[src/rtl/scan_pkg.sv]
package scan_pkg;

   typedef enum logic [1:0] {
      SER_IDLE  = 2'd0,
      SER_LOW   = 2'd1,
      SER_HIGH  = 2'd2,
      SER_LATCH = 2'd3
   } ser_state_e;

   function automatic int unsigned scan_frame_width(input int unsigned digits,
                                                    input int unsigned seg_w);
      return digits + seg_w;
   endfunction

   function automatic int unsigned scan_min_period(input int unsigned frame_w,
                                                   input int unsigned sck_half);
      return (frame_w + 1) * 2 * sck_half + 2;
   endfunction

endpackage

[src/rtl/scan_tick_gen.sv]
module scan_tick_gen #(
   parameter int unsigned PERIOD = 416667
) (
   input  logic clk,
   input  logic rst_n,
   output logic tick_o
);
   localparam int unsigned CW = (PERIOD > 2) ? $clog2(PERIOD) : 1;

   generate
      if (PERIOD < 2) begin : g_bad_period
         $error("scan_tick_gen: PERIOD must be at least 2");
      end
   endgenerate

   logic [CW-1:0] cnt_q;
   logic          wrap;

   assign wrap = (cnt_q == CW'(PERIOD - 1));

   always_ff @(posedge clk) begin
      if (!rst_n) begin
         cnt_q <= '0;
      end else if (wrap) begin
         cnt_q <= '0;
      end else begin
         cnt_q <= cnt_q + 1'b1;
      end
   end

   assign tick_o = wrap;

endmodule

[src/rtl/scan_frame_builder.sv]
module scan_frame_builder #(
   parameter int unsigned DIGITS = 4,
   parameter int unsigned SEG_W  = 12
) (
   input  logic                         clk,
   input  logic                         rst_n,
   input  logic                         advance_i,
   input  logic [DIGITS-1:0][SEG_W-1:0] patterns_i,
   output logic [DIGITS+SEG_W-1:0]      frame_o
);
   localparam int unsigned DW = (DIGITS > 1) ? $clog2(DIGITS) : 1;

   generate
      if (DIGITS < 1) begin : g_bad_digits
         $error("scan_frame_builder: DIGITS must be at least 1");
      end
      if (SEG_W < 1) begin : g_bad_seg
         $error("scan_frame_builder: SEG_W must be at least 1");
      end
   endgenerate

   logic          blank_q;
   logic [DW-1:0] dig_q;
   logic [DIGITS-1:0] enable;
   logic [SEG_W-1:0]  seg_sel;

   // Digit pointer: a blank frame first, then the digits in ascending order.
   always_ff @(posedge clk) begin
      if (!rst_n) begin
         blank_q <= 1'b1;
         dig_q   <= '0;
      end else if (advance_i) begin
         if (blank_q) begin
            blank_q <= 1'b0;
         end else if (dig_q == DW'(DIGITS - 1)) begin
            dig_q <= '0;
         end else begin
            dig_q <= dig_q + 1'b1;
         end
      end
   end

   // One-hot enable decode, one bit per digit.
   generate
      for (genvar d = 0; d < DIGITS; d++) begin : g_enable
         assign enable[d] = !blank_q && (dig_q == DW'(d));
      end
   endgenerate

   // AND-OR select of the lit digit's pattern.
   always_comb begin
      seg_sel = '0;
      for (int d = 0; d < DIGITS; d++) begin
         seg_sel = seg_sel | (patterns_i[d] & {SEG_W{enable[d]}});
      end
   end

   assign frame_o = {enable, seg_sel};

endmodule

[src/rtl/scan_serializer.sv]
module scan_serializer
   import scan_pkg::*;
#(
   parameter int unsigned FRAME_W  = 16,
   parameter int unsigned SCK_HALF = 25
) (
   input  logic               clk,
   input  logic               rst_n,
   input  logic               start_i,
   input  logic [FRAME_W-1:0] frame_i,
   output logic               sdata_o,
   output logic               sck_o,
   output logic               strobe_o
);
   localparam int unsigned LATCH_CYC = 2 * SCK_HALF;
   localparam int unsigned PW        = (LATCH_CYC > 2) ? $clog2(LATCH_CYC) : 1;
   localparam int unsigned BW        = (FRAME_W > 2) ? $clog2(FRAME_W) : 1;

   generate
      if (SCK_HALF < 1) begin : g_bad_half
         $error("scan_serializer: SCK_HALF must be at least 1");
      end
      if (FRAME_W < 2) begin : g_bad_frame
         $error("scan_serializer: FRAME_W must be at least 2");
      end
   endgenerate

   ser_state_e        st_q;
   logic [FRAME_W-1:0] sh_q;
   logic [PW-1:0]     ph_q;
   logic [BW-1:0]     bit_q;
   logic              sck_q;
   logic              stb_q;
   logic              half_end;
   logic              latch_end;
   logic              last_bit;

   // Phase end: a single-cycle half period needs no comparator.
   generate
      if (SCK_HALF == 1) begin : g_half_one
         assign half_end = 1'b1;
      end else begin : g_half_cnt
         assign half_end = (ph_q == PW'(SCK_HALF - 1));
      end
   endgenerate

   assign latch_end = (ph_q == PW'(LATCH_CYC - 1));
   assign last_bit  = (bit_q == BW'(FRAME_W - 1));

   always_ff @(posedge clk) begin
      if (!rst_n) begin
         st_q  <= SER_IDLE;
         sh_q  <= '0;
         ph_q  <= '0;
         bit_q <= '0;
         sck_q <= 1'b0;
         stb_q <= 1'b0;
      end else begin
         case (st_q)
            SER_IDLE: begin
               if (start_i) begin
                  sh_q  <= frame_i;
                  ph_q  <= '0;
                  bit_q <= '0;
                  st_q  <= SER_LOW;
               end
            end
            SER_LOW: begin
               if (half_end) begin
                  ph_q  <= '0;
                  sck_q <= 1'b1;
                  st_q  <= SER_HIGH;
               end else begin
                  ph_q <= ph_q + 1'b1;
               end
            end
            SER_HIGH: begin
               if (half_end) begin
                  ph_q  <= '0;
                  sck_q <= 1'b0;
                  sh_q  <= {sh_q[FRAME_W-2:0], 1'b0};
                  if (last_bit) begin
                     stb_q <= 1'b1;
                     st_q  <= SER_LATCH;
                  end else begin
                     bit_q <= bit_q + 1'b1;
                     st_q  <= SER_LOW;
                  end
               end else begin
                  ph_q <= ph_q + 1'b1;
               end
            end
            SER_LATCH: begin
               if (latch_end) begin
                  ph_q  <= '0;
                  stb_q <= 1'b0;
                  st_q  <= SER_IDLE;
               end else begin
                  ph_q <= ph_q + 1'b1;
               end
            end
            default: st_q <= SER_IDLE;
         endcase
      end
   end

   assign sdata_o  = ((st_q == SER_LOW) || (st_q == SER_HIGH)) && sh_q[FRAME_W-1];
   assign sck_o    = sck_q;
   assign strobe_o = stb_q;

endmodule

[src/rtl/scan_display_driver.sv]
module scan_display_driver
   import scan_pkg::*;
#(
   parameter int unsigned DIGITS      = 4,
   parameter int unsigned SEG_W       = 12,
   parameter int unsigned SCK_HALF    = 25,
   parameter int unsigned REFRESH_CYC = 416667
) (
   input  logic                         clk,
   input  logic                         rst_n,
   input  logic [DIGITS-1:0][SEG_W-1:0] seg_patterns_i,
   output logic                         sdata_o,
   output logic                         sck_o,
   output logic                         strobe_o
);
   localparam int unsigned FRAME_W = scan_frame_width(DIGITS, SEG_W);
   localparam int unsigned MIN_PER = scan_min_period(FRAME_W, SCK_HALF);

   generate
      if (REFRESH_CYC < MIN_PER) begin : g_bad_refresh
         $error("scan_display_driver: REFRESH_CYC too short for one frame plus strobe");
      end
   endgenerate

   logic               tick;
   logic [FRAME_W-1:0] frame;

   scan_tick_gen #(
      .PERIOD(REFRESH_CYC)
   ) i_tick (
      .clk   (clk),
      .rst_n (rst_n),
      .tick_o(tick)
   );

   scan_frame_builder #(
      .DIGITS(DIGITS),
      .SEG_W (SEG_W)
   ) i_build (
      .clk       (clk),
      .rst_n     (rst_n),
      .advance_i (tick),
      .patterns_i(seg_patterns_i),
      .frame_o   (frame)
   );

   scan_serializer #(
      .FRAME_W (FRAME_W),
      .SCK_HALF(SCK_HALF)
   ) i_ser (
      .clk     (clk),
      .rst_n   (rst_n),
      .start_i (tick),
      .frame_i (frame),
      .sdata_o (sdata_o),
      .sck_o   (sck_o),
      .strobe_o(strobe_o)
   );

endmodule

[config.mk]
export PLATFORM = sky130hd
export DESIGN_NAME = scan_display_driver
export DESIGN_NICKNAME = d
export VERILOG_FILES = /design/src/rtl/scan_pkg.sv /design/src/rtl/scan_tick_gen.sv /design/src/rtl/scan_frame_builder.sv /design/src/rtl/scan_serializer.sv /design/src/rtl/scan_display_driver.sv
export SDC_FILE = /design/constraint.sdc
export NUM_CORES = 1
export LEC_CHECK = 0
export BUFFER_PORTS_ARGS = -buffer_cell sky130_fd_sc_hd__buf_2
export CORE_MARGIN = 2
export CORE_UTILIZATION = 38
export CTS_BUF_LIST = sky130_fd_sc_hd__clkbuf_8
export CTS_CLUSTER_SIZE = 12
export DETAILED_ROUTE_END_ITERATION = 6
export GPL_TIMING_DRIVEN = 0
export HOLD_SLACK_MARGIN = 0.08
export PLACE_DENSITY = 0.69
export SLEW_MARGIN = 20
export SYNTH_ARGS = -nofsm -noshare
export SYNTH_HDL_FRONTEND = slang
export SYNTH_SLANG_ARGS = --single-unit
[constraint.sdc]
create_clock -name clk -period 5.2 [get_ports clk]
set_clock_uncertainty 0.2 [all_clocks]
set_input_delay 0.26 -clock clk [delete_from_list [all_inputs] [get_ports clk]]
set_output_delay 0.26 -clock clk [all_outputs]
set_load 0.01 [all_outputs]
==> results.tsv <==
metric	value	unit
outcome	completed	
crit path kind	register to register	
total power	0.8469	mW
Final TNS setup	0	ns
Rows	32	
syn_nets	421	
postcts setup bufs	0	
PD cells	242.2	mW/mm²
Int Power	0.6304	mW
CP cell instances	inv_1 > ha_1 > clkbuf_1 > nor2b_1 > a31oi_1 > clkbuf_1 > o221a_1	
proportion of layout cells with a drive suffix above 1	18.51	%
Fmax	0.3911	GHz
total clock sinks	52	
GRT overflow	0	
reported leakage power	1.346	nW
clk_lat worst skew	0.31	ns
NetSw	0.2164	mW
FF-to-FF setup slack	2.64	ns
count of cell types in the netlist	56	
Crit. End Element	register	
Comb power frac	15.1	%
vias in the first global route	2810	
die outline width	92.60	µm
CP required	5.26	ns
synthesized cell area	0.002983	mm²
worst hold path type	primary input to register	
largest area contributor in the netlist	dfxtp_1	
DR pass1 iterations	4	
crit path DAT	2.61	ns
Top Ports	53	
Root Buffer Master	clkbuf_8	
Peak VDD IR	0.1170	mV
#FFs+latches synth	52	
final setup vio count	0	
worst hold stages	3	
R2R depth	7	
CTS tree	yes	
commonest non-fill, non-tap cell in the layout	buf_2	
RSZ-0062 raised after global routing	false	
max-slew violations	0	
drc violations	0	
number of diodes	0	
post-layout min period	2.557	ns
Routed Antenna Nets	0	
P&R area growth vs syn	17.24	%
hold endpoint	i_ser.ph_q[4]	
max-cap violations	0	
core region area	0.007647	mm²
H-Tree Depth	2	
Die H	92.60	µm
post-CTS sizing	0	
Switching Share	25.56	%
Mapped Cells	356	
average routed wire per standard cell	14.24	µm
full die area	0.008575	mm²
first-pass GRT wire length	12.94	mm
clock transition at the registers of the reported paths	0.10	ns
Seq pwr share	49.0	%
DRT iter0 DRCs	160	
I/O Buffers	52	
Avg Inst Size Synth	8.379	µm²
clock share of power	35.9	%
Vias/cell	5.477	
Worst R2R End	i_ser.sh_q[1]	
worst reg2reg path startpoint	i_ser.st_q[0]	
Ys Warns	0	
worst slack, placed	2.694	ns
HP Start	rst_n	
gr usage total	18.48	%
Slowest-stage cell, CP	a31oi_1	
Final nets	480	
CTS buffer count	5	
Worst Max-Slew Pin Slew	0.6279	ns
Setup crit start kind	register	
Post-DP HPWL	5.505	mm
DRT Wirelength	7.377	mm
largest stage delay on the critical path	0.49	ns
largest net degree at the start of global routing	16	
fin crit share	49.17	%
Max FO, Critical Path	10	
RePlAce Congestion	0.8421	
worst hold slack	0.09288	ns
Worst Setup Slack, final	2.643	ns
Initial Util	39.01	%
Synth top area share	34.90	%
Slew headroom	57.94	%
initial antenna violation count	0	
Synth area leaders	dfxtp_1, nor2_1, ha_1, a22oi_1, a21oi_1	
worst-case clock buffer depth	2	
crit-path most repeated cell	clkbuf_1	
Via Count	2837	
sequential area share after synthesis	34.90	%
Hold Fails Final Rpt	0	
commonest non-fill, non-tap cells in the layout	buf_2, dfxtp_1, nor2_1	
Hold Buf Count CTS	0	
[state kept, by name (all words and copies together), names as in the netlist]
| name | flops |
|---|---|
| i_ser.bit_q | 4 |
| i_ser.sck_o | 1 |
| i_build.dig_q | 2 |
| i_tick.cnt_q | 19 |
| i_ser.st_q | 2 |
| i_ser.strobe_o | 1 |
| i_ser.ph_q | 6 |
| i_ser.sh_q | 16 |
| i_build.blank_q | 1 |
[cell type report]
class                           instances  area [µm²]
Fill cell                             762        4150
Multi-Input combinational cell        268        1802
Sequential cell                        52        1041
Timing Repair Buffer                   52       260.3
Tap cell                              102       127.6
Clock buffer                            7       96.34
Buffer                                 20       80.08
Inverter                               16       60.06
Clock inverter                          1       30.03
[logic make-up after synthesis]
family / synth area share, %
buffers and inverters: 4.698
muxes: 1.007
DFF: 34.90
adders and majority gates: 6.292
xor gates and xnor gates: 5.285
AOI/OAI and AO/OA: 26.30
and+or+nand+nor: 21.52
[synthesized netlist by cell type (all sizes together)]
| cell | number |
|---|---|
| a2111oi | 1 |
| a211oi | 1 |
| a21boi | 2 |
| a21oi | 33 |
| a221oi | 1 |
| a22oi | 24 |
| a311o | 1 |
| a311oi | 1 |
| a31o | 1 |
| a31oi | 2 |
| and2 | 2 |
| and3 | 2 |
| and3b | 1 |
| and4 | 1 |
| buf | 3 |
| clkbuf | 17 |
| dfxtp | 52 |
| ha | 15 |
| inv | 16 |
| mux2i | 3 |
| nand2 | 26 |
| nand2b | 3 |
| nand3 | 13 |
| nand3b | 1 |
| nand4 | 6 |
| nor2 | 52 |
| nor2b | 2 |
| nor3 | 7 |
| nor4 | 1 |
| o211a | 4 |
| o21a | 2 |
| o21ai | 9 |
| o221a | 11 |
| o22ai | 2 |
| o311ai | 4 |
| o31ai | 4 |
| o32ai | 2 |
| o41ai | 1 |
| or2 | 1 |
| or3 | 4 |
| or4 | 2 |
| or4b | 2 |
| xnor2 | 10 |
| xor2 | 8 |
[power groups by stage]
stage / sequential [mW] / combinational, mW / clock [mW]
6_report: 0.415 / 0.128 / 0.304
5_1_grt: 0.417 / 0.143 / 0.329
3_3_place_gp: 0.424 / 0.122 / 0
4_1_cts: 0.415 / 0.127 / 0.312
3_5_place_dp: 0.425 / 0.127 / 0
2_1_floorplan: 0.424 / 0.0825 / 0
[worst max-delay path, delay by kind of cell, from the launching register on]
family | cells | cell delay (ns)
AOI/OAI and AO/OA | 2 | 0.76
adders and majority gates | 1 | 0.20
and+or+nand+nor | 1 | 0.19
buffers and inverters | 3 | 0.73
DFF | 1 | 0.42
[routing by layer]
| layer | routed length (µm) | global-route usage, % | part of all wire [%] | vias up |
|---|---|---|---|---|
| met5 | 0 | 0 | 0 | - |
| met4 | 46 | 6.095 | 0.62 | 0 |
| met3 | 363 | 3.255 | 4.9 | 5 |
| met2 | 3589 | 30.84 | 49 | 70 |
| met1 | 3377 | 24.16 | 46 | 1345 |
| li1 | - | - | - | 1417 |
[stage by stage]
| stage | instance area (µm²) | cells | util (%) |
|---|---|---|---|
| floorplan | 2983 | 356 | - |
| global placement | 3371 | 510 | 44.08 |
| detailed placement | 3371 | 510 | 44.08 |
| CTS | 3497 | 518 | 45.73 |
| global route | 3497 | 518 | 45.73 |
| finish | 3497 | 518 | 45.73 |
[how the worst max path moves through the flow]
stage	startpoint	to	depth (start not counted)
after floorplan	i_tick.cnt_q[0]	i_ser.ph_q[5]	7
after global placement	i_ser.st_q[0]	i_ser.sh_q[4]	7
after detailed placement	i_ser.st_q[0]	i_ser.sh_q[1]	7
after CTS	i_ser.st_q[0]	i_ser.sh_q[1]	7
after global routing	i_ser.st_q[0]	i_ser.sh_q[10]	7
final	i_ser.st_q[0]	i_ser.sh_q[1]	7
Note: power is estimated with default switching activity, not from simulation.
